<file path="src/rtl/bmc_pkg.sv">
package bmc_pkg;

  // Width selection for one side of the converter
  typedef enum logic [1:0] {
    BW_X36  = 2'd0,
    BW_X18  = 2'd1,
    BW_X9   = 2'd2,
    BW_RSVD = 2'd3
  } bus_w_e;

  // Number of lanes moved per narrow-side transfer
  function automatic int unsigned xfer_lanes(input bus_w_e w, input int unsigned lanes);
    case (w)
      BW_X18:  return lanes / 2;
      BW_X9:   return 1;
      default: return lanes;
    endcase
  endfunction

endpackage

</file>
<file path="src/rtl/bmc_packer.sv">
module bmc_packer
  import bmc_pkg::*;
#(
  parameter int unsigned LANE_W = 9,
  parameter int unsigned LANES  = 4,
  localparam int unsigned WORD_W = LANE_W * LANES,
  localparam int unsigned CW     = $clog2(LANES + 1)
) (
  input  logic              clk,
  input  logic              rst_n,
  input  logic              part_rst,
  input  bus_w_e            in_w,
  input  logic              big_end,
  input  logic              wr_valid,
  output logic              wr_ready,
  input  logic [WORD_W-1:0] wr_data,
  output logic              st_valid,
  input  logic              st_ready,
  output logic [WORD_W-1:0] st_data,
  output logic [CW-1:0]     fill_lanes
);

  logic [WORD_W-1:0] asm_q, asm_d;
  logic [CW-1:0]     idx_q, idx_d;
  logic              full_q, full_d;
  logic              asm_en, wr_fire;
  int unsigned       kw, m, cur, slot;

  always_comb begin
    kw   = xfer_lanes(in_w, LANES);
    m    = LANES / kw;
    cur  = 32'(idx_q);
    slot = big_end ? (m - 1 - cur) : cur;

    wr_ready = (!full_q || st_ready) && !part_rst;
    st_valid = full_q && !part_rst;
    st_data  = asm_q;
    wr_fire  = wr_valid && wr_ready;

    // Steer the incoming narrow word into its lane group
    asm_d = asm_q;
    for (int unsigned l = 0; l < LANES; l++) begin
      if (l >= slot * kw && l < slot * kw + kw)
        asm_d[l*LANE_W +: LANE_W] = wr_data[(l - slot*kw)*LANE_W +: LANE_W];
    end
    asm_en = wr_fire;

    full_d = full_q;
    idx_d  = idx_q;
    if (full_q && st_ready) full_d = 1'b0;
    if (wr_fire) begin
      if (cur == m - 1) begin
        idx_d  = '0;
        full_d = 1'b1;
      end else begin
        idx_d = idx_q + CW'(1);
      end
    end
    if (part_rst) begin
      idx_d  = '0;
      full_d = 1'b0;
    end

    fill_lanes = CW'(cur * kw);
  end

  always_ff @(posedge clk or negedge rst_n) begin
    if (!rst_n) begin
      idx_q  <= '0;
      full_q <= 1'b0;
    end else begin
      idx_q  <= idx_d;
      full_q <= full_d;
    end
  end

  always_ff @(posedge clk) begin
    if (asm_en) asm_q <= asm_d;
  end

endmodule

</file>
<file path="src/rtl/bmc_unpacker.sv">
module bmc_unpacker
  import bmc_pkg::*;
#(
  parameter int unsigned LANE_W = 9,
  parameter int unsigned LANES  = 4,
  localparam int unsigned WORD_W = LANE_W * LANES,
  localparam int unsigned CW     = $clog2(LANES + 1)
) (
  input  logic              clk,
  input  logic              rst_n,
  input  logic              part_rst,
  input  bus_w_e            out_w,
  input  logic              big_end,
  input  logic              st_valid,
  output logic              st_ready,
  input  logic [WORD_W-1:0] st_data,
  output logic              rd_valid,
  input  logic              rd_ready,
  output logic [WORD_W-1:0] rd_data,
  output logic [CW-1:0]     left_lanes
);

  logic [WORD_W-1:0] hold_q;
  logic [CW-1:0]     idx_q, idx_d;
  logic              have_q, have_d;
  logic              hold_en, rd_fire, st_fire, last;
  int unsigned       kw, m, cur, slot;

  always_comb begin
    kw   = xfer_lanes(out_w, LANES);
    m    = LANES / kw;
    cur  = 32'(idx_q);
    slot = big_end ? (m - 1 - cur) : cur;
    last = (cur == m - 1);

    rd_valid = have_q && !part_rst;
    rd_fire  = rd_valid && rd_ready;
    st_ready = (!have_q || (rd_fire && last)) && !part_rst;
    st_fire  = st_valid && st_ready;

    // Select the current lane group into the low bits, zero above
    rd_data = '0;
    for (int unsigned l = 0; l < LANES; l++) begin
      if (l < kw)
        rd_data[l*LANE_W +: LANE_W] = hold_q[(slot*kw + l)*LANE_W +: LANE_W];
    end

    have_d = have_q;
    idx_d  = idx_q;
    if (rd_fire) begin
      if (last) begin
        have_d = 1'b0;
        idx_d  = '0;
      end else begin
        idx_d = idx_q + CW'(1);
      end
    end
    if (st_fire) have_d = 1'b1;
    if (part_rst) begin
      have_d = 1'b0;
      idx_d  = '0;
    end
    hold_en = st_fire;

    left_lanes = have_q ? CW'((m - cur) * kw) : '0;
  end

  always_ff @(posedge clk or negedge rst_n) begin
    if (!rst_n) begin
      idx_q  <= '0;
      have_q <= 1'b0;
    end else begin
      idx_q  <= idx_d;
      have_q <= have_d;
    end
  end

  always_ff @(posedge clk) begin
    if (hold_en) hold_q <= st_data;
  end

endmodule

</file>
<file path="src/rtl/bus_match_conv.sv">
module bus_match_conv
  import bmc_pkg::*;
#(
  parameter int unsigned LANE_W = 9,
  parameter int unsigned LANES  = 4,
  localparam int unsigned WORD_W = LANE_W * LANES,
  localparam int unsigned CW     = $clog2(LANES + 1)
) (
  input  logic              clk,
  input  logic              rst_n,
  input  logic              part_rst,
  input  logic [1:0]        cfg_in_w,
  input  logic [1:0]        cfg_out_w,
  input  logic              cfg_big_end,
  input  logic              wr_valid,
  output logic              wr_ready,
  input  logic [WORD_W-1:0] wr_data,
  output logic              st_wr_valid,
  input  logic              st_wr_ready,
  output logic [WORD_W-1:0] st_wr_data,
  input  logic              st_rd_valid,
  output logic              st_rd_ready,
  input  logic [WORD_W-1:0] st_rd_data,
  output logic              rd_valid,
  input  logic              rd_ready,
  output logic [WORD_W-1:0] rd_data,
  output logic [CW-1:0]     wr_fill_lanes,
  output logic [CW-1:0]     rd_fill_lanes
);

  logic [1:0] rsync_q;
  logic       rst_sn;
  logic       run_q;
  bus_w_e     in_eff, out_eff, in_w_q, out_w_q;
  logic       be_q;

  // Reset: asserted asynchronously, released through two flops
  always_ff @(posedge clk or negedge rst_n) begin
    if (!rst_n) rsync_q <= 2'b00;
    else        rsync_q <= {rsync_q[0], 1'b1};
  end
  assign rst_sn = rsync_q[1];

  always_ff @(posedge clk or negedge rst_sn) begin
    if (!rst_sn) run_q <= 1'b0;
    else         run_q <= 1'b1;
  end

  // Map reserved codes and illegal narrow-to-narrow pairs
  always_comb begin
    in_eff  = (cfg_in_w  == 2'd3) ? BW_X36 : bus_w_e'(cfg_in_w);
    out_eff = (cfg_out_w == 2'd3) ? BW_X36 : bus_w_e'(cfg_out_w);
    if (in_eff != BW_X36 && out_eff != BW_X36) out_eff = BW_X36;
  end

  // Configuration is captured only until the block starts running
  always_ff @(posedge clk) begin
    if (!run_q) begin
      in_w_q  <= in_eff;
      out_w_q <= out_eff;
      be_q    <= cfg_big_end;
    end
  end

  bmc_packer #(.LANE_W(LANE_W), .LANES(LANES)) u_pack (
    .clk        (clk),
    .rst_n      (rst_sn),
    .part_rst   (part_rst),
    .in_w       (in_w_q),
    .big_end    (be_q),
    .wr_valid   (wr_valid),
    .wr_ready   (wr_ready),
    .wr_data    (wr_data),
    .st_valid   (st_wr_valid),
    .st_ready   (st_wr_ready),
    .st_data    (st_wr_data),
    .fill_lanes (wr_fill_lanes)
  );

  bmc_unpacker #(.LANE_W(LANE_W), .LANES(LANES)) u_unpack (
    .clk        (clk),
    .rst_n      (rst_sn),
    .part_rst   (part_rst),
    .out_w      (out_w_q),
    .big_end    (be_q),
    .st_valid   (st_rd_valid),
    .st_ready   (st_rd_ready),
    .st_data    (st_rd_data),
    .rd_valid   (rd_valid),
    .rd_ready   (rd_ready),
    .rd_data    (rd_data),
    .left_lanes (rd_fill_lanes)
  );

endmodule

</file>
<file path="config.mk">
export PLATFORM = sky130hd
export DESIGN_NAME = bus_match_conv
export DESIGN_NICKNAME = d
export VERILOG_FILES = /design/src/rtl/bmc_pkg.sv /design/src/rtl/bmc_packer.sv /design/src/rtl/bmc_unpacker.sv /design/src/rtl/bus_match_conv.sv
export SDC_FILE = /design/constraint.sdc
export NUM_CORES = 1
export LEC_CHECK = 0
export ABC_CLOCK_PERIOD_IN_PS = 11280
export BUFFER_PORTS_ARGS = -buffer_cell sky130_fd_sc_hd__buf_2
export CAP_MARGIN = 30
export CELL_PAD_IN_SITES_DETAIL_PLACEMENT = 2
export CELL_PAD_IN_SITES_GLOBAL_PLACEMENT = 2
export CORE_UTILIZATION = 37
export DETAILED_ROUTE_END_ITERATION = 10
export PLACE_DENSITY_LB_ADDON = 0.1
export REMOVE_ABC_BUFFERS = 1
export SLEW_MARGIN = 20
export SYNTH_ARGS = -nofsm -noshare
export SYNTH_HDL_FRONTEND = slang
export SYNTH_SLANG_ARGS = --single-unit
</file>
<file path="constraint.sdc">
create_clock -name clk -period 11.28 [get_ports clk]
set_input_delay 2.256 -clock clk [delete_from_list [all_inputs] [get_ports clk]]
set_output_delay 2.256 -clock clk [all_outputs]
set_load 0.02 [all_outputs]
</file>
==> results.toml, run 1 <==
[run_status]
outcome = "finished clean"

[sta]
relSlewSlack_pct = 31.06
rsz0062_at_grt = "false"
hold_viol = 0
min_period_ns = 10.52
fin_worst_skew_ns = 0.01795
fin_ws_ns = 0.7569
worst_pin_slew_ns = 1.025
period_share_pct = 93.29
finalSetupViolations = 0
drv_slew = 0
fin_setup_tns_ns = 0
fmax_mhz = 95.03

[logic_synthesis]
synth-seq-cells = 88
synth_mux_area_share_pct = 15.06
synth_edf_count = 77
synth_compound_area_share_pct = 24.44
syn_avg_cell_area_sq_um = 7.426
yosys-top-cells-area = "edfxtp_1, ha_1, mux2i_1, mux4_2, a21oi_1"
synth_area_leader_cell = "edfxtp_1"
syn_inst = 2712
synth_top_area_share_pct = 11.48
synth_xor_area_share_pct = 5.188
ys_seq_area_share_pct = 12.85
synthesis.area_sq_um = 20140
yosys.area_share.simple_pct = 23.31
synth_warnings = 0
synth_cell_type_count = 99
async_flop_share_pct = 12.50
synth_ff_type = "edfxtp_1"
synthAdderAreaFrac_pct = 12.72
synth_top_family_by_area = "compound AO/OA/AOI/OAI gates"

[power_and_ir_drop]
leakage_nw = 9.578
power.density_nw_per_um2 = 164.2
ir_worst_vdd_mv = 0.1069
total_power_w = 0.003603

[grt]
antenna_found_initial = 0
grt-ovfl-total = 0
use_met1_pct = 37.53
grt_max_degree = 91
grt_usage_pct = 31.31
grt_use_met2_pct = 56.27
grt_first_pass_wirelength_mm = 136.3
busiest_layer = "met2"
grt_pass1_vias = 23030
met3_usage_pct = 3.213

[worst_setup_path]
cp_max_fo = 22
cp.depth = 30
critPathKind = "flip-flop to output port"
cp_slowest_cell = "fa_1"
crit_path_frequent_cell = "ha_1"
regToRegEndpoint = "u_pack.st_data[3]$_DFFE_PP_"
cp_num_buf_inv = 6
cpPeakStageDelay_ns = 0.58
crit_end = "rd_data[11]"
startpoint = "out_w_q[0]$_SDFFCE_PP0N_"
reg2reg_from = "in_w_q[1]$_DFFE_PN_"
cp.required_ns = 9.02
cp.arrival_ns = 8.27
start_kind = "flip-flop"
worst-r2r-cell-count = 26
worstSetupEndpointType = "output port"
crit_family = "adder cells"
reg2reg_slack_ns = 2.24

[finish]
diodes = 0
final_layout_size_suffix_gt1_share_pct = 13.10
fin_nets = 3027
syn2layout_area_growth_pct = 8.984
stdcell_count = 3468
final_area_sq_um = 21950

[clock_tree]
clock_path_buffers = 2
insertion_delay_ns = 0.40
path_clk_slew_ns = 0.08
cts_tree = "done"
h-tree-depth = 3
root_buffer = "clkbuf_16"
postCtsSetupBuffers = 0
holdBufCountCts = 0
cts.sinks = 88
cts_made_buffers = 9
ctsResizeCount = 0

[detailed_routing]
ant_nets = 0
drt_wl_total_mm = 87.99
routedWlPerCell_um = 25.37
dr_total_vias = 21550
drtPass1Iterations = 5
drc_errors = 0
drtIter0Drc = 1250
viasPerCell = 6.215

[placement]
place_area_sq_um = 21600
post-place-ws_ns = 1.226
io_buffer_count = 165
dp_cells = 3449
dp_hpwl_mm = 70.85
place_congestion = 0.9218

[floorplanning]
dieArea_sq_um = 55360
rows = 85
die_x_um = 235.3
core_region_area_sq_um = 53810
start_util_pct = 37.42
ios = 166
die_y_um = 235.3

[min_path]
holdCritPathClass = "flip-flop to asynchronous set/reset pin"

[job]
maxCapViolCount = 0
final cells by class:
cell class | instances | area, sq um
Fill cell | 6378 | 31870
Clock inverter | 5 | 43.79
Multi-Input combinational cell | 2284 | 16330
Sequential cell | 88 | 2587
Clock buffer | 11 | 264.0
Inverter | 169 | 634.4
Tap cell | 696 | 870.8
Timing Repair Buffer | 215 | 1219
worst min path at each step:
stage | start | to | slack, ns
after floorplan | rsync_q[1]$_DFF_PN0_ | run_q$_DFF_PN0_ | 0.11
after global placement | rsync_q[1]$_DFF_PN0_ | u_pack.full_q$_DFF_PN0_ | 0.18
after detailed placement | rsync_q[1]$_DFF_PN0_ | u_pack.full_q$_DFF_PN0_ | 0.17
after CTS | rsync_q[1]$_DFF_PN0_ | u_pack.full_q$_DFF_PN0_ | 0.18
after global routing | rsync_q[1]$_DFF_PN0_ | u_pack.full_q$_DFF_PN0_ | 0.21
final | rsync_q[1]$_DFF_PN0_ | u_pack.full_q$_DFF_PN0_ | 0.17
state kept, by name, indices dropped and copies added (netlist names):
name / cells
u_unpack.idx_q: 3
u_pack.st_data: 36
u_unpack.have_q: 1
u_unpack.hold_q: 36
run_q: 1
u_pack.full_q: 1
in_w_q: 2
rsync_q: 2
u_pack.idx_q: 3
be_q: 1
out_w_q: 2
stage by stage:
step	hold slack, ns	utilization (%)
final	0.1738	40.78
after global routing	0.2107	40.78
after CTS	0.1831	40.72
after detailed placement	0.1682	40.15
after global placement	0.1759	40.11
after floorplan	0.1078	-
kinds of logic after synthesis:
group,Yosys count
compound gates,785
xor+xnor,113
fa+ha+maj,176
buf+inv,341
flops,88
mux,225
other cells,1
simple gates,983
layout by cell type, fill, tap and decap left out, types with 20 or more instances in the layout:
cell type  count
mux2_2        24
ha_1         124
and2_1        86
edfxtp_1      77
xor2_1        29
nor3_1        50
inv_1        162
a31oi_1       36
buf_4         46
a21oi_1      267
mux4_2        60
a21boi_0      33
mux2i_1      141
o211ai_1      38
buf_2        166
o21ai_0      142
nor2_1       236
o22ai_1       25
a211oi_1      53
xnor2_1       74
fa_1          48
nor2b_1       22
a21o_1        38
and3_1        28
nand2_1      341
nand3_1       70
nor4_1        20
power breakdown:
part / switching [W] / internal (W)
clock: 0.000157 / 0.000171
sequential: 0.0000121 / 0.000396
combinational: 0.00184 / 0.00103
worst register-to-register path, delay by kind of cell, from the launching register on:
kind	cells	cell delay [ns]
xor+xnor	4	0.80
flops	1	0.47
compound gates	3	0.92
simple gates	5	0.71
fa+ha+maj	9	4.46
mux	2	0.65
buf+inv	3	0.75
synthesized netlist by cell type, types with 19 or more instances:
cell	n
clkbuf_1	149
a21boi_0	33
nand2_1	341
mux2_2	24
fa_1	48
nor2b_1	22
a211oi_1	53
o211ai_1	38
nor4_1	20
o22ai_1	25
mux4_2	60
o21ai_0	142
inv_1	162
ha_1	128
nor2_1	236
a21oi_1	267
nand4_1	19
edfxtp_1	77
and3_1	28
a31oi_1	36
and2_1	87
xnor2_1	77
nand3_1	72
o21ai_1	19
mux2i_1	141
nor3_1	50
xor2_1	31
a21o_1	38
routing by layer:
layer  up-vias  part of all wire [%]  wire (um)
met5         -                     0          0
met1     10970                    42      36980
met4         0                   4.5       3963
met3       157                   3.0       2619
met2       463                    50      44420
li1       9962                     -          -
(Power assumes the default switching activity.)
==> run 2: changes to the inputs <==
--- a/config.mk
+++ b/config.mk
@@ -10,11 +10,13 @@
 export CAP_MARGIN = 30
 export CELL_PAD_IN_SITES_DETAIL_PLACEMENT = 2
 export CELL_PAD_IN_SITES_GLOBAL_PLACEMENT = 2
-export CORE_UTILIZATION = 37
+export CORE_UTILIZATION = 39
+export CTS_CLUSTER_DIAMETER = 200
 export DETAILED_ROUTE_END_ITERATION = 10
 export PLACE_DENSITY_LB_ADDON = 0.1
 export REMOVE_ABC_BUFFERS = 1
 export SLEW_MARGIN = 20
 export SYNTH_ARGS = -nofsm -noshare
 export SYNTH_HDL_FRONTEND = slang
+export SYNTH_HIERARCHICAL = 1
 export SYNTH_SLANG_ARGS = --single-unit
==> run 2 against run 1 <==
  * Area after synthesis up 5.7%
  * Count of clock-buffer cells in the layout down 2
  * Final cell count down 6.6%
  * Clock power about the same
  * Global-route usage up 0.63 points
  * Critical path depth down 3
  * Via count down 2.4%
  * First-iteration DRC count down 8.3%
  * Largest power group unchanged
==> results.toml, run 2 <==
[detailed_routing]
dr_total_vias = 21040
ant_nets = 0
drt_wl_total_mm = 89.40
met2_length_mm = 45.54
drc_errors = 0
routedWlPerCell_um = 27.61
top_layer_used = "met4"
drtPass1Iterations = 5
met3_length_mm = 3.539
viasPerCell = 6.497
wl_met1_mm = 37.25
drtIter0Drc = 1146

[clock_tree]
cts_made_buffers = 9
cts_tree = "done"
insertion_delay_ns = 0.40
cts.sinks = 88
path_clk_slew_ns = 0.08
ctsResizeCount = 0
h-tree-depth = 3
clock_path_buffers = 2
postCtsSetupBuffers = 0
root_buffer = "clkbuf_16"
holdBufCountCts = 0

[logic_synthesis]
async_flop_share_pct = 12.50
ys_seq_area_share_pct = 12.16
synth_area_leader_cell = "mux4_2"
syn_avg_cell_area_sq_um = 8.454
synth_top_area_share_pct = 16.51
synth_edf_count = 77
synth_ff_type = "edfxtp_1"
ys_top_cells_by_count = "nand2_1, nor2_1, mux2i_1"
synthesis.area_sq_um = 21280
syn_inst = 2517
synth_warnings = 6
synth-seq-cells = 88
synth_cell_type_count = 112
yosys-top-cells-area = "mux4_2, edfxtp_1, mux2i_1, ha_1, nand2_1"
yosysMostFrequentCell = "nand2_1"

[sta]
relSlewSlack_pct = 30.65
fmax_mhz = 97.57
fin_worst_skew_ns = 0.02495
min_period_ns = 10.25
hold_viol = 0
worst_pin_slew_ns = 1.031
hold_ws_ns = 0.1744
rsz0062_at_grt = "false"
fin_ws_ns = 1.031
drv_slew = 0
period_share_pct = 90.86
finalSetupViolations = 0

[grt]
antenna_found_initial = 0
grt_first_pass_wirelength_mm = 138.0
grt-ovfl-total = 0
grt_max_degree = 100
grt_pass1_vias = 22620
grt_usage_pct = 31.93

[min_path]
holdCritPathClass = "flip-flop to asynchronous set/reset pin"

[finish]
fin_nets = 2795
final_common_cell = "nand2_1"
final_area_sq_um = 22880
syn2layout_area_growth_pct = 7.538
fillCellCount = 6103
final_layout_size_suffix_gt1_share_pct = 20.22
final_cell_mix = "nand2_1, nor2_1, mux2i_1"
diodes = 0

[run_status]
outcome = "finished clean"

[floorplanning]
ios = 166
start_util_pct = 39.54
dieArea_sq_um = 55500
die_y_um = 235.6
core_region_area_sq_um = 53810
rows = 85
die_x_um = 235.6

[worst_setup_path]
crit_family = "adder cells"
cp_num_buf_inv = 5
reg2reg_from = "in_w_q[0]$_DFFE_PN_"
cp.arrival_ns = 7.99
critPathKind = "flip-flop to output port"
cp.required_ns = 9.02
startpoint = "out_w_q[0]$_SDFFCE_PP0N_"
cpPeakStageDelay_ns = 0.60
cp_slowest_cell = "or4_4"
cp_max_fo = 13
crit_path_frequent_cell = "ha_1"
worstSetupEndpointType = "output port"
start_kind = "flip-flop"

[placement]
post-place-ws_ns = 1.432
place_congestion = 0.9111
dp_hpwl_mm = 70.00
io_buffer_count = 165
place_area_sq_um = 22480

[job]
maxCapViolCount = 0

[power_and_ir_drop]
ir_worst_vdd_mv = 0.1270
clkPwrFrac_pct = 9.7
power.density_nw_per_um2 = 148.3
leakage_nw = 9.593
seqPwrFrac_pct = 12.5
swShare_pct = 53.87
intPower_w = 0.001566
total_power_w = 0.003394
p_comb_share_pct = 77.8
p_switching_w = 0.001829
run 2: cell count changes in the layout (fill, tap and decap cells not counted), sizes merged, moves of 34 or more:
cell	previous run	this run
a21oi	268	169
mux4	60	156
nand2	341	283
o21ai	162	107
and2	88	42
mux2i	141	187
or2	17	53
nor2	236	202
run 2: cell type report:
class                   instances  area [sq um]  share of cell area (%)
clock inverters                 7         71.32                  0.3117
multi-input cells            2089         17390                   76.00
repair buffers                207          1201                   5.249
flip-flops and latches         88          2587                   11.31
clock buffers                   9         225.2                  0.9842
inverters                     142         535.5                   2.340
well taps                     696         870.8                   3.806
run 2: power groups by stage:
stage	sequential [W]	clock (W)	combinational [W]
global route	0.000426	0.000346	0.00284
finish	0.000426	0.000328	0.00264
floorplan	0.000416	0	0.00182
detailed placement	0.000432	0	0.00260
CTS	0.000424	0.000339	0.00261
global placement	0.000431	0	0.00251
run 2: worst paths after layout:
check	slack (ns)	depth (start not counted)	endpoint
worst max-delay path	1.03	27	rd_data[12]
worst min-delay path	0.17	0	u_pack/full_q$_DFF_PN0_
worst max register to register	2.71	30	u_pack/st_data[5]$_DFFE_PP_
worst min register to register	0.17	0	u_pack/full_q$_DFF_PN0_
max in group asynchronous	9.55	1	rsync_q[1]$_DFF_PN0_
min in group clk	0.37	0	rsync_q[1]$_DFF_PN0_
run 2: cell families (layout without fill, tap and decap cells):
family	after synthesis	count (layout)	synth area share (%)
simple gates	845	845	19.27
xor+xnor	114	114	5.245
compound gates	594	594	18.63
fa+ha+maj	174	174	11.92
flops	88	88	12.16
mux	360	360	26.21
buf+inv	341	365	6.544
other cells	1	2	0.01762
run 2: routing by layer:
metal,vias up,GRT usage [%]
li1,9393,-
met5,-,0
met3,151,3.131
met4,0,11.37
met2,585,56.92
met1,10910,39.92
run 2: worst register-to-register path, delay by kind of cell, from the launching register on:
kind | cells | cell delay, ns
AO/OA/AOI/OAI | 7 | 1.40
XOR/XNOR | 4 | 1.23
adder cells (fa/ha/maj) | 7 | 2.34
buffers and inverters | 4 | 0.58
flip-flops | 1 | 0.47
AND/OR/NAND/NOR | 8 | 2.39
run 2: per-stage QoR:
| stage | utilization [%] | TNS (ns) | std cells |
|---|---|---|---|
| after floorplan | - | -17.81 | 2319 |
| after global placement | 41.78 | 0 | 3216 |
| after detailed placement | 41.78 | 0 | 3216 |
| after CTS | 42.33 | 0 | 3232 |
| after global routing | 42.52 | 0 | 3238 |
| final | 42.52 | 0 | 3238 |
